File: config.mk
export PLATFORM = sky130hd
export DESIGN_NAME = seq_guard
export DESIGN_NICKNAME = d
export VERILOG_FILES = /design/src/rtl/seq_guard_pkg.sv /design/src/rtl/seq_key_match.sv /design/src/rtl/seq_fsm.sv /design/src/rtl/seq_lockout.sv /design/src/rtl/seq_id_rom.sv /design/src/rtl/seq_guard.sv
export SDC_FILE = /design/constraint.sdc
export NUM_CORES = 1
export LEC_CHECK = 0
export BUFFER_PORTS_ARGS = -buffer_cell sky130_fd_sc_hd__buf_2
export CAP_MARGIN = 15
export CORE_UTILIZATION = 53
export DETAILED_ROUTE_END_ITERATION = 10
export GPL_ROUTABILITY_DRIVEN = 0
export GPL_TIMING_DRIVEN = 1
export PLACE_DENSITY = 0.94
export SETUP_SLACK_MARGIN = 0.2
export SYNTH_ARGS = -nofsm -noshare
export SYNTH_HDL_FRONTEND = slang
export SYNTH_SLANG_ARGS = --single-unit
File: constraint.sdc
create_clock -name clk -period 4.2 [get_ports clk]
set_input_delay 0.21 -clock clk [delete_from_list [all_inputs] [get_ports clk]]
set_output_delay 0.21 -clock clk [all_outputs]
set_load 0.005 [all_outputs]
File: src/rtl/seq_guard_pkg.sv
package seq_guard_pkg;

  typedef enum logic [2:0] {
    ST_IDLE,
    ST_KEY1,
    ST_KEY2,
    ST_EXT3,
    ST_EXT4,
    ST_EXT5,
    ST_LOAD
  } seq_st_t;

  typedef enum logic [2:0] {
    ACT_NONE,
    ACT_PERMIT,
    ACT_ERASE,
    ACT_PROT_OFF,
    ACT_ID_ON,
    ACT_ID_OFF,
    ACT_PASS,
    ACT_REJECT
  } seq_act_t;

  localparam logic [14:0] KEY_ADDR_A = 15'h5555;
  localparam logic [14:0] KEY_ADDR_B = 15'h2AAA;
  localparam logic [7:0]  KEY_BYTE_A = 8'hAA;
  localparam logic [7:0]  KEY_BYTE_B = 8'h55;

  localparam logic [7:0]  CMD_PAGE    = 8'hA0;
  localparam logic [7:0]  CMD_EXTEND  = 8'h80;
  localparam logic [7:0]  CMD_ID_IN   = 8'h90;
  localparam logic [7:0]  CMD_ID_OUT  = 8'hF0;
  localparam logic [7:0]  XCMD_UNPROT = 8'h20;
  localparam logic [7:0]  XCMD_ERASE  = 8'h10;
  localparam logic [7:0]  XCMD_ID_IN  = 8'h60;

  localparam logic [7:0]  MFR_CODE    = 8'hBF;

endpackage

File: src/rtl/seq_key_match.sv
module seq_key_match #(
  parameter int CMP_BITS = 15
) (
  input  logic [CMP_BITS-1:0] addr,
  input  logic [7:0]          data,
  output logic                at_key_a,
  output logic                first_ok,
  output logic                second_ok
);
  import seq_guard_pkg::*;

  logic at_key_b;

  always_comb begin
    at_key_a  = (addr == CMP_BITS'(KEY_ADDR_A));
    at_key_b  = (addr == CMP_BITS'(KEY_ADDR_B));
    first_ok  = at_key_a && (data == KEY_BYTE_A);
    second_ok = at_key_b && (data == KEY_BYTE_B);
  end

endmodule

File: src/rtl/seq_fsm.sv
module seq_fsm (
  input  logic                    clk,
  input  logic                    rst_n,
  input  logic                    wr,
  input  logic                    at_key_a,
  input  logic                    first_ok,
  input  logic                    second_ok,
  input  logic [7:0]              data,
  input  logic                    prot_on,
  input  logic                    page_done,
  output seq_guard_pkg::seq_act_t act
);
  import seq_guard_pkg::*;

  seq_st_t st_q, st_d;

  always_comb begin
    st_d = st_q;
    act  = ACT_NONE;
    if (st_q == ST_LOAD) begin
      if (page_done) begin
        st_d = ST_IDLE;
      end
      if (wr) begin
        act = ACT_PASS;
      end
    end else if (wr) begin
      st_d = ST_IDLE;
      case (st_q)
        ST_IDLE: begin
          if (first_ok) begin
            st_d = ST_KEY1;
          end else begin
            act = prot_on ? ACT_REJECT : ACT_PASS;
          end
        end
        ST_KEY1: if (second_ok) st_d = ST_KEY2;
        ST_KEY2: begin
          if (at_key_a) begin
            case (data)
              CMD_PAGE: begin
                act  = ACT_PERMIT;
                st_d = ST_LOAD;
              end
              CMD_EXTEND: st_d = ST_EXT3;
              CMD_ID_IN:  act  = ACT_ID_ON;
              CMD_ID_OUT: act  = ACT_ID_OFF;
              default:    act  = ACT_NONE;
            endcase
          end
        end
        ST_EXT3: if (first_ok) st_d = ST_EXT4;
        ST_EXT4: if (second_ok) st_d = ST_EXT5;
        ST_EXT5: begin
          if (at_key_a) begin
            case (data)
              XCMD_UNPROT: act = ACT_PROT_OFF;
              XCMD_ERASE:  act = ACT_ERASE;
              XCMD_ID_IN:  act = ACT_ID_ON;
              default:     act = ACT_NONE;
            endcase
          end
        end
        default: st_d = ST_IDLE;
      endcase
    end
  end

  always_ff @(posedge clk or negedge rst_n) begin
    if (!rst_n) begin
      st_q <= ST_IDLE;
    end else begin
      st_q <= st_d;
    end
  end

endmodule

File: src/rtl/seq_lockout.sv
module seq_lockout #(
  parameter int LOCK_CYCLES = 15000
) (
  input  logic clk,
  input  logic rst_n,
  input  logic start,
  output logic locked
);
  localparam int CW = $clog2(LOCK_CYCLES + 1);

  logic [CW-1:0] cnt_q, cnt_d;
  logic          cnt_en;

  always_comb begin
    cnt_en = start || (cnt_q != '0);
    cnt_d  = start ? CW'(LOCK_CYCLES) : cnt_q - 1'b1;
  end

  always_ff @(posedge clk or negedge rst_n) begin
    if (!rst_n) begin
      cnt_q <= '0;
    end else if (cnt_en) begin
      cnt_q <= cnt_d;
    end
  end

  assign locked = (cnt_q != '0);

endmodule

File: src/rtl/seq_id_rom.sv
module seq_id_rom #(
  parameter int          CMP_BITS = 15,
  parameter logic [7:0]  DEV_CODE = 8'h07
) (
  input  logic                id_mode,
  input  logic [CMP_BITS-1:0] addr,
  output logic                hit,
  output logic [7:0]          data
);
  import seq_guard_pkg::*;

  always_comb begin
    hit  = id_mode && (addr[CMP_BITS-1:1] == '0);
    data = addr[0] ? DEV_CODE : MFR_CODE;
  end

endmodule

File: src/rtl/seq_guard.sv
module seq_guard #(
  parameter int         AW          = 17,
  parameter int         CMP_BITS    = 15,
  parameter logic [7:0] DEV_CODE    = 8'h07,
  parameter int         LOCK_CYCLES = 15000
) (
  input  logic          clk,
  input  logic          rst_n,
  input  logic          wr_valid,
  input  logic [AW-1:0] wr_addr,
  input  logic [7:0]    wr_data,
  input  logic          page_done_i,
  input  logic [AW-1:0] rd_addr,
  output logic          prot_en_o,
  output logic          id_mode_o,
  output logic          permit_o,
  output logic          erase_o,
  output logic          pass_o,
  output logic          reject_o,
  output logic          locked_o,
  output logic          id_hit_o,
  output logic [7:0]    id_data_o
);
  import seq_guard_pkg::*;

  logic     unused_hi_bits;
  logic     wr_live;
  logic     at_key_a, first_ok, second_ok;
  seq_act_t act;

  logic prot_d, idm_d;
  logic permit_d, erase_d, pass_d, reject_d;

  assign unused_hi_bits = ^{wr_addr[AW-1:CMP_BITS], rd_addr[AW-1:CMP_BITS]};
  assign wr_live        = wr_valid && !locked_o;

  seq_key_match #(.CMP_BITS(CMP_BITS)) u_match (
    .addr      (wr_addr[CMP_BITS-1:0]),
    .data      (wr_data),
    .at_key_a  (at_key_a),
    .first_ok  (first_ok),
    .second_ok (second_ok)
  );

  seq_fsm u_fsm (
    .clk       (clk),
    .rst_n     (rst_n),
    .wr        (wr_live),
    .at_key_a  (at_key_a),
    .first_ok  (first_ok),
    .second_ok (second_ok),
    .data      (wr_data),
    .prot_on   (prot_en_o),
    .page_done (page_done_i),
    .act       (act)
  );

  seq_lockout #(.LOCK_CYCLES(LOCK_CYCLES)) u_lock (
    .clk    (clk),
    .rst_n  (rst_n),
    .start  (reject_d),
    .locked (locked_o)
  );

  seq_id_rom #(.CMP_BITS(CMP_BITS), .DEV_CODE(DEV_CODE)) u_rom (
    .id_mode (id_mode_o),
    .addr    (rd_addr[CMP_BITS-1:0]),
    .hit     (id_hit_o),
    .data    (id_data_o)
  );

  always_comb begin
    prot_d   = prot_en_o;
    idm_d    = id_mode_o;
    permit_d = (act == ACT_PERMIT);
    erase_d  = (act == ACT_ERASE);
    pass_d   = (act == ACT_PASS);
    reject_d = (act == ACT_REJECT);
    case (act)
      ACT_PERMIT:   prot_d = 1'b1;
      ACT_PROT_OFF: prot_d = 1'b0;
      ACT_ID_ON:    idm_d  = 1'b1;
      ACT_ID_OFF:   idm_d  = 1'b0;
      default:      ;
    endcase
  end

  always_ff @(posedge clk or negedge rst_n) begin
    if (!rst_n) begin
      prot_en_o <= 1'b0;
      id_mode_o <= 1'b0;
      permit_o  <= 1'b0;
      erase_o   <= 1'b0;
      pass_o    <= 1'b0;
      reject_o  <= 1'b0;
    end else begin
      prot_en_o <= prot_d;
      id_mode_o <= idm_d;
      permit_o  <= permit_d;
      erase_o   <= erase_d;
      pass_o    <= pass_d;
      reject_o  <= reject_d;
    end
  end

endmodule

# ---- After elaboration in Yosys (flattened, before gate mapping)
# Index checks and enable logic that the tools add are counted.
# W data, S select, Z words.
dict set report op_classes {
  addsub 1
  n_eq_ne 25
  mux 24
  n_reduce_logical 13
}
# op n
set ops {}
lappend ops {{$eq A8 B8 Y1 const B} 5}
lappend ops {{$mux W3} 12}
lappend ops {{$pmux W3 S3} 3}
lappend ops {{$eq A3 B3 Y1 const B} 7}
lappend ops {{$eq A8 B7 Y1 const B} 2}
lappend ops {{$eq A15 B14 Y1 const B} 1}
lappend ops {{$eq A15 B15 Y1 const B} 1}
lappend ops {{$pmux W3 S5} 1}
lappend ops {{$logic_not A14 Y1} 1}
lappend ops {{$mux W14} 1}
lappend ops {{$reduce_bool A14 Y1} 1}
lappend ops {{$sub A14 B1 Y14 const B} 1}
lappend ops {{$eq A3 B2 Y1 const B} 4}
lappend ops {{$eq A8 B5 Y1 const B} 1}
lappend ops {{$eq A8 B6 Y1 const B} 1}
lappend ops {{$mux W8} 1}
lappend ops {{$eq A3 B1 Y1 const B} 2}
lappend ops {{$pmux W3 S2} 1}
lappend ops {{$reduce_bool A2 Y1} 3}
lappend ops {{$logic_and A1 B1 Y1} 4}
lappend ops {{$pmux W1 S2} 2}
lappend ops {{$logic_not A3 Y1} 1}
lappend ops {{$mux W1} 2}
lappend ops {{$mux W2} 1}
lappend ops {{4 further kinds} 4}
dict set report totals {
  register_bits 23
  input_bits 46
}

# ---- Depth between registers and ports, before layout
# Gate-level depths: netlist (run 1).
dict set report logic_depth {
  ltp_word 8
  mapped_depth 9
  depth_no_buf 8
}

# ---- By module
# From an unflattened synthesis (run 1), not the netlist that was laid out.
dict set report hier_totals {
  hier_cells 187
  hier_area_um2 1702.9
}
# module instances cells_per_inst area_each_um2 seq_area_each_um2
set by_module_without_submodules {}
lappend by_module_without_submodules {seq_lockout 1 83 788.3 350.3}
lappend by_module_without_submodules {seq_fsm 1 55 437.9 75.1}
lappend by_module_without_submodules {seq_guard 1 16 225.2 150.1}
lappend by_module_without_submodules {seq_key_match 1 18 152.6 0.0}
lappend by_module_without_submodules {seq_id_rom 1 15 98.8 0.0}

# ---- Least setup slack after synthesis (run 1)
# No wires, ideal clock.
dict set report synth_timing {
  path_type {reg2reg}
  startpoint {register u_lock.cnt_q[5]}
  endpoint {register prot_en_o}
  setup_ns 0.125
  arrival_time_ns 2.144
  setup_slack_ns 1.931
  stages_incl_launch_ff 8
  synth_period_minus_slack_ns 2.269
  path_cell_list {dfrtp_1 > or3_1 > nor3_4 > and3_1 > buf_4 > nand2_2 > or4b_4 > mux2_4}
}
dict set report synth_between {
  elab_chain_len 7
  word_cells_on_any_way 10
  cone_classes {2 x eq/ne; 4 x mux; 4 x reduce/logical}
}
# element line
set synth_lines {}
lappend synth_lines {{start: declaration} seq_lockout.sv:11} ;# logic [CW-1:0] cnt_q, cnt_d;
lappend synth_lines {{start signal: assignment} seq_lockout.sv:23} ;# cnt_q <= cnt_d;
lappend synth_lines {{$reduce_bool A14 Y1 *} seq_lockout.sv:27} ;# assign locked = (cnt_q != '0);
lappend synth_lines {{$logic_not A1 Y1 *} seq_guard.sv:35} ;# assign wr_live = wr_valid && !locked_o;
lappend synth_lines {{$logic_and A1 B1 Y1 *} seq_guard.sv:35}
lappend synth_lines {{$mux W3, on equally long branches} {seq_fsm.sv:27, seq_fsm.sv:24}}
lappend synth_lines {{$mux W3 *} seq_fsm.sv:20} ;# if (st_q == ST_LOAD) begin
lappend synth_lines {{$eq A3 B2 Y1 / $eq A3 B1 Y1 (equally long branches)} seq_guard.sv:79} ;# case (act)
lappend synth_lines {{$pmux W1 S2 / $reduce_bool A2 Y1 (equally long branches)} -}
lappend synth_lines {{end signal: assignment} seq_guard.sv:97} ;# prot_en_o <= prot_d;
lappend synth_lines {{end: declaration} seq_guard.sv:14} ;# output logic prot_en_o,
# Every way passes the cells marked *; elsewhere a longest branch is shown, timed or not.
# A chain may end at the register's enable or synchronous reset.

# ---- Final worst setup path (run 1)
dict set report layout_timing {
  startpoint {register u_lock.cnt_q[7]}
  endpoint {register u_lock.cnt_q[0]}
}
dict set report layout_between {
  elab_chain_len 7
  word_cells_on_any_way 9
  cone_classes {1 x eq/ne; 4 x mux; 4 x reduce/logical}
}
# element line
set layout_lines {}
lappend layout_lines {{$reduce_bool A14 Y1 *} {seq_lockout.sv:15, seq_lockout.sv:27}}
lappend layout_lines {{$logic_not A1 Y1} seq_guard.sv:35}
lappend layout_lines {{$logic_and A1 B1 Y1} seq_guard.sv:35}
lappend layout_lines {{$mux W3, on equally long branches} {seq_fsm.sv:27, seq_fsm.sv:24}}
lappend layout_lines {{$mux W3} seq_fsm.sv:20}
lappend layout_lines {{$eq A3 B3 Y1} seq_guard.sv:78} ;# reject_d = (act == ACT_REJECT);
lappend layout_lines {{$mux W14 / $logic_or A1 B1 Y1 (equally long branches)} {seq_lockout.sv:16, seq_lockout.sv:15}}
# Marked as above.

==> flow_summary_export.csv, run 1 <==
group,metric,value,unit
outcome,status,"complete, but fails checks",
outcome,violations,"DRC",
timing,hold_violations,0,
placement,port_buffers,53,
critical_path,rr_endpoint,"u_lock.cnt_q[0]",
route,vias,1440,
timing,skew,6.86,ps
route,wl_per_cell,12.7,µm
min_path,hp-class,"primary input to flip-flop",
yosys,synth_area,1610,µm²
timing,period_share,0.612,
route,wl_met3,83,µm
floorplanning,chipHeight,57.1,µm
power,intPower,278,µW
power,p_switching,79.4,µW
clock_network,cts_resized,0,
yosys,ys_seq_area_frac,0.357,
route,wl_met2,1660,µm
power,clock_power_share,0.268,
final_layout,nFillCells,220,
timing,finalCriticalPeriod,2570,ps
floorplanning,start_util,0.570,
critical_path,rrSetupSlack,1630,ps
global_routing,grt_first_pass_wirelength,5480,µm
timing,setup_viol,0,
critical_path,crit_path_top_delay_cell,"or4_1",
clock_network,cts_buffers,3,
floorplanning,pin_count,62,
power,total_power,357,µW
critical_path,cpPeakStageDelay,680,ps
power,peakVddDrop,0.0996,mV
final_layout,fin_area,1870,µm²
clock_network,path_clk_slew,120,ps
timing,timing.fmax,389,MHz
placement,dpl.hpwl,2530,µm
global_routing,first_global_vias,1277,
power,pwr-share-comb,0.112,
timing,finalMaxSlewViolations,0,
clock_network,clk_latency,300,ps
power,p_leak,0.890,nW
yosys,synth_edf_count,0,
final_layout,drive_above_1_share,0.312,
min_path,holdCritStartpoint,"page_done_i",
yosys,yosysWarningCount,0,
route,wl_met1,1460,µm
placement,dpl_cell_area,1840,µm²
final_layout,synthToLayoutAreaGrowth,16.3,%
critical_path,crit_family,"simple AND/OR/NAND/NOR gates",
power,swShare,0.222,
critical_path,r2r-start,"u_lock.cnt_q[7]",
route,drc,4,
timing,finalWorstSetupSlack,1630,ps
power,pwr-share-seq,0.620,
yosys,synth_flop_cell,"dfrtp_1",
floorplanning,rows,19,
route,drt_pass1_iterations,7,
clock_network,tritoncts,"yes",
route,vias_per_cell,5.71,
critical_path,cp-start-kind,"flip-flop",
timing,finalSetupTns,0,ps
flow_run,cap_violations,0,
min_path,min_to,"u_fsm.st_q[2]",
yosys,netlist_instances,175,
critical_path,reg2regPathDepth,6,
global_routing,grt_start_max_net_pins,24,
clock_network,htreeDepth,1,
route,drtAntennaViolNets,0,
clock_network,numClockSinks,23,
route,finalWirelength,3200,µm
critical_path,arrival,2780,ps
critical_path,critPathMaxFanout,10,
final_layout,regArea,576,µm²
yosys,avgSynthCellArea,9.21,µm²
yosys,synth_seq_cells,23,
global_routing,globalRouteTotalUtil,0.212,
critical_path,crit_buf_inv,0,
final_layout,nets,269,
route,top_layer,"met3",
critical_path,setup.worst_path.class,"flip-flop to flip-flop",
critical_path,crit_required,4410,ps
global_routing,grt_antenna_before_repair,0,
min_path,holdPathStages,4,
global_routing,overflow,0,
final_layout,antenna_cells,0,
yosys,synthArstFlopShare,1.00,
clock_network,clock_path_buffers,2,
floorplanning,core-area,2830,µm²
route,first_iter_violations,34,
placement,dp_slack,1670,ps
timing,rsz0062_at_grt,"false",
critical_path,end_kind,"flip-flop",
critical_path,crit_path_cell_trace,"nor4_1 > and3b_1 > and3_1 > nand2_2 > or4_1 > and2_1",
clock_network,ctsRootBufferMaster,"clkbuf_4",
yosys,synth.distinct_cells,56,
clock_network,postCtsSetupBuffers,0,
final_layout,multi_input_area,927,µm²
floorplanning,dieArea,3260,µm²
power,power_density,191,nW/µm²
floorplanning,fp.dieW,57.1,µm
[placed cells by master (no fill, tap or decap), drive strengths merged, types with 2 or more instances in the layout]
master  count
a32o        2
and2        3
conb        4
a21oi       4
mux2        3
nand4b      3
nor3        9
nor4        4
and3b       2
nor2       13
clkbuf      3
nor4b       4
and4        2
o21ai       5
or4         2
and4bb      3
dfrtp      23
nor4bb      4
nand2      16
xnor2       6
xor2        6
nand3       8
buf        53
or3         2
inv         8
and3        4
nand4       2
o211ai      2
[cell usage after synthesis, types with 3 or more instances]
library cell / number / share of area
a21oi_1: 4 / 0.012
and2_1: 3 / 0.012
and3_1: 4 / 0.016
buf_2: 3 / 0.0093
buf_4: 8 / 0.037
clkbuf_1: 3 / 0.0070
dfrtp_1: 23 / 0.36
inv_1: 8 / 0.019
nand2_1: 15 / 0.035
nand3_1: 8 / 0.025
nand4b_1: 3 / 0.016
nor2_1: 13 / 0.030
nor3_1: 8 / 0.025
nor4_1: 4 / 0.016
nor4b_1: 3 / 0.016
nor4bb_1: 3 / 0.019
o21ai_0: 4 / 0.012
xnor2_1: 6 / 0.033
xor2_1: 6 / 0.033
[per-stage QoR]
| step | util | cells | hold slack (ps) |
|---|---|---|---|
| final | 0.663 | 252 | 244 |
| after detailed placement | 0.649 | 247 | 195 |
| after global placement | 0.649 | 247 | 194 |
| after CTS | 0.663 | 252 | 220 |
| after floorplan | - | 177 | -85.6 |
| after global routing | 0.663 | 252 | 252 |
[worst min-delay path, delay by kind of cell]
kind / cells / cell delay [ps]
buffers and inverters: 1 / 90
AOI/OAI and AO/OA: 2 / 160
and+or+nand+nor: 1 / 40
[how the worst max path moves through the flow]
stage / startpoint / to / cells past startpoint
final: u_lock.cnt_q[7] / u_lock.cnt_q[0] / 6
after CTS: u_lock.cnt_q[7] / u_lock.cnt_q[0] / 6
after floorplan: u_lock.cnt_q[5] / prot_en_o / 7
after global routing: u_lock.cnt_q[7] / u_lock.cnt_q[0] / 6
after global placement: u_lock.cnt_q[7] / u_lock.cnt_q[0] / 6
after detailed placement: u_lock.cnt_q[7] / u_lock.cnt_q[0] / 6
[state kept, by name, summed over array words and instances, names as in the netlist]
| register | count |
|---|---|
| u_lock.cnt_q | 14 |
| pass_o | 1 |
| id_mode_o | 1 |
| reject_o | 1 |
| erase_o | 1 |
| prot_en_o | 1 |
| u_fsm.st_q | 3 |
| permit_o | 1 |
[power groups by stage]
stage	clock network (mW)	registers, mW	logic, mW
2_1_floorplan	0	0.226	0.0151
3_3_place_gp	0	0.226	0.0386
3_5_place_dp	0	0.226	0.0395
4_1_cts	0.101	0.221	0.0403
5_1_grt	0.109	0.221	0.0451
6_report	0.0957	0.221	0.0402
[layer usage]
metal | vias to the layer above | GRT usage
li1 | 724 | -
met1 | 688 | 0.273
met2 | 28 | 0.370
met3 | 0 | 0.0317
met4 | 0 | 0.0592
met5 | - | 0
[area by class of cell]
type / instances / share of cell area
clock buffer: 3 / 0.0120
clock inverter: 1 / 0.00267
inverter: 8 / 0.0160
multi-input combinational: 132 / 0.495
sequential: 23 / 0.307
tap: 31 / 0.0207
timing repair buffer: 54 / 0.147
[timing repair]
action                                  in CTS  in global routing
hold endpoints to repair                    23                  0
hold buffers                                 1                  0
endpoints found under the setup margin       0                  0
[cells by family after synthesis]
logic type / share of synthesized area
AOI/OAI and AO/OA: 0.105
xor gates and xnor gates: 0.0652
adders and majority gates: 0.00776
buffers and inverters: 0.0722
DFF: 0.357
muxes: 0.0295
other: 0.00466
and+or+nand+nor: 0.359
(Power assumes the default switching activity.)
==> run 2: changes to the inputs <==
--- a/config.mk
+++ b/config.mk
@@ -7,11 +7,11 @@
 export LEC_CHECK = 0
 export BUFFER_PORTS_ARGS = -buffer_cell sky130_fd_sc_hd__buf_2
 export CAP_MARGIN = 15
-export CORE_UTILIZATION = 53
+export CORE_UTILIZATION = 49
 export DETAILED_ROUTE_END_ITERATION = 10
 export GPL_ROUTABILITY_DRIVEN = 0
 export GPL_TIMING_DRIVEN = 1
-export PLACE_DENSITY = 0.94
+export PLACE_DENSITY = 0.88
 export SETUP_SLACK_MARGIN = 0.2
 export SYNTH_ARGS = -nofsm -noshare
 export SYNTH_HDL_FRONTEND = slang
==> constraint.sdc (replaced) <==
create_clock -name clk -period 2.5 [get_ports clk]
set_input_delay 0.125 -clock clk [delete_from_list [all_inputs] [get_ports clk]]
set_output_delay 0.125 -clock clk [all_outputs]
set_load 0.005 [all_outputs]
==> flow_summary_export.csv, run 2 (synthesis gave the netlist of run 1 again) <==
group,metric,value,unit
outcome,status,"complete, no violations",
timing,skew,4.62,ps
timing,finalMaxSlewViolations,0,
route,first_iter_violations,26,
clock_network,htreeDepth,1,
power,peakVddDrop,0.337,mV
route,wl_per_cell,12.7,µm
global_routing,first_global_vias,1279,
floorplanning,dieArea,3520,µm²
final_layout,regArea,577,µm²
route,finalWirelength,3580,µm
floorplanning,rows,20,
critical_path,rrSetupSlack,160,ps
global_routing,globalRouteTotalUtil,0.214,
timing,timing.fmax,428,MHz
final_layout,final_common_cell,"buf_2",
timing,finalCriticalPeriod,2340,ps
route,drc,0,
critical_path,arrival,2550,ps
clock_network,clk_latency,320,ps
timing,setup_viol,0,
floorplanning,pin_count,62,
global_routing,grt_antenna_before_repair,0,
floorplanning,core-area,3080,µm²
clock_network,ctsRootBufferMaster,"clkbuf_4",
final_layout,final_cell_mix,"buf_2, dfrtp_1, buf_4, nand2_1, nor2_1",
clock_network,cts_buffers,3,
route,vias,1528,
global_routing,grt_first_pass_wirelength,5650,µm
flow_run,cap_violations,0,
power,power_density,295,nW/µm²
final_layout,top_register,"u_lock.cnt_q",
clock_network,numClockSinks,23,
clock_network,path_clk_slew,120,ps
final_layout,antenna_cells,0,
route,vias_per_cell,5.44,
final_layout,nets,285,
timing,hold_violations,0,
clock_network,clock_path_buffers,2,
critical_path,critPathMaxFanout,7,
floorplanning,chipHeight,59.4,µm
global_routing,grt_start_max_net_pins,24,
final_layout,reg.largest.list,"u_lock.cnt_q x14, u_fsm.st_q x3",
final_layout,drive_above_1_share,0.401,
route,drt_pass1_iterations,4,
final_layout,nFillCells,243,
final_layout,synthToLayoutAreaGrowth,28.4,%
route,drtAntennaViolNets,0,
power,total_power,611,µW
floorplanning,fp.dieW,59.4,µm
final_layout,multi_input_area,985,µm²
final_layout,largest_reg_flops,14,
power,p_leak,0.978,nW
timing,finalSetupTns,0,ps
critical_path,setup.worst_path.class,"flip-flop to flip-flop",
timing,period_share,0.935,
min_path,hp-class,"primary input to flip-flop",
global_routing,overflow,0,
critical_path,cp-start-kind,"flip-flop",
placement,dpl.hpwl,2760,µm
critical_path,end_kind,"flip-flop",
floorplanning,start_util,0.524,
placement,port_buffers,53,
timing,rsz0062_at_grt,"true",
critical_path,crit_required,2710,ps
clock_network,tritoncts,"yes",
## run 2: critical path, stage by stage, from the launching register on
cell	delay, ps
dfrtp_1	440
nor4bb_4	480
nand3_1	220
nand2_2	160
a31oi_4	90
or4b_4	540
mux2_4	310
## run 2: layout make-up
cell class	count	area share
Clock buffer	3	0.0109
Multi-Input combinational cell	132	0.476
Tap cell	44	0.0266
Inverter	8	0.0145
Timing Repair Buffer	70	0.191
Clock inverter	1	0.00242
Sequential cell	23	0.279
## run 2: stage by stage
step | instance area (µm²) | hold WS [ps] | utilization | setup WS, ps | instances
2_1_floorplan | 1620 | -171 | - | 231 | 177
3_3_place_gp | 1920 | 112 | 0.624 | 240 | 269
3_5_place_dp | 1920 | 122 | 0.624 | 153 | 269
4_1_cts | 1970 | 122 | 0.641 | 217 | 274
5_1_grt | 2070 | 131 | 0.672 | 152 | 281
6_report | 2070 | 129 | 0.672 | 162 | 281
## run 2: per-layer routing
metal | GRT usage | share of wire | up-vias
li1 | - | - | 754
met3 | 0.0415 | 0.044 | 6
met4 | 0.0442 | 0.013 | 0
met5 | 0 | 0 | -
met2 | 0.348 | 0.50 | 46
met1 | 0.295 | 0.44 | 722
## run 2: path summary, 6_finish.rpt
kind                            startpoint          endpoint  cells after the start
min                            page_done_i     u_fsm.st_q[2]                      4
min reg2reg                u_lock.cnt_q[6]   u_lock.cnt_q[6]                      1
max in group asynchronous            rst_n  u_lock.cnt_q[10]                      2
max                          u_fsm.st_q[0]         prot_en_o                      6
min in group asynchronous            rst_n   u_lock.cnt_q[3]                      2
max reg2reg                  u_fsm.st_q[0]         prot_en_o                      6
## run 2: power breakdown
group	switching, mW	total, mW	internal (mW)	leakage (nW)
clock network	0.111	0.171	0.0600	0.0177
registers	0	0.372	0.372	0.273
logic	0.0335	0.0687	0.0352	0.687
total	0.144	0.611	0.467	0.978
## run 2: timing repair
| action | in CTS | in global routing |
|---|---|---|
| pin swaps | 1 | 7 |
| endpoints found under the setup margin | 8 | 5 |
| hold endpoints to repair | 23 | 0 |
| setup buffers | 0 | 7 |
| hold buffers | 1 | 0 |
| gates resized for setup | 3 | 10 |
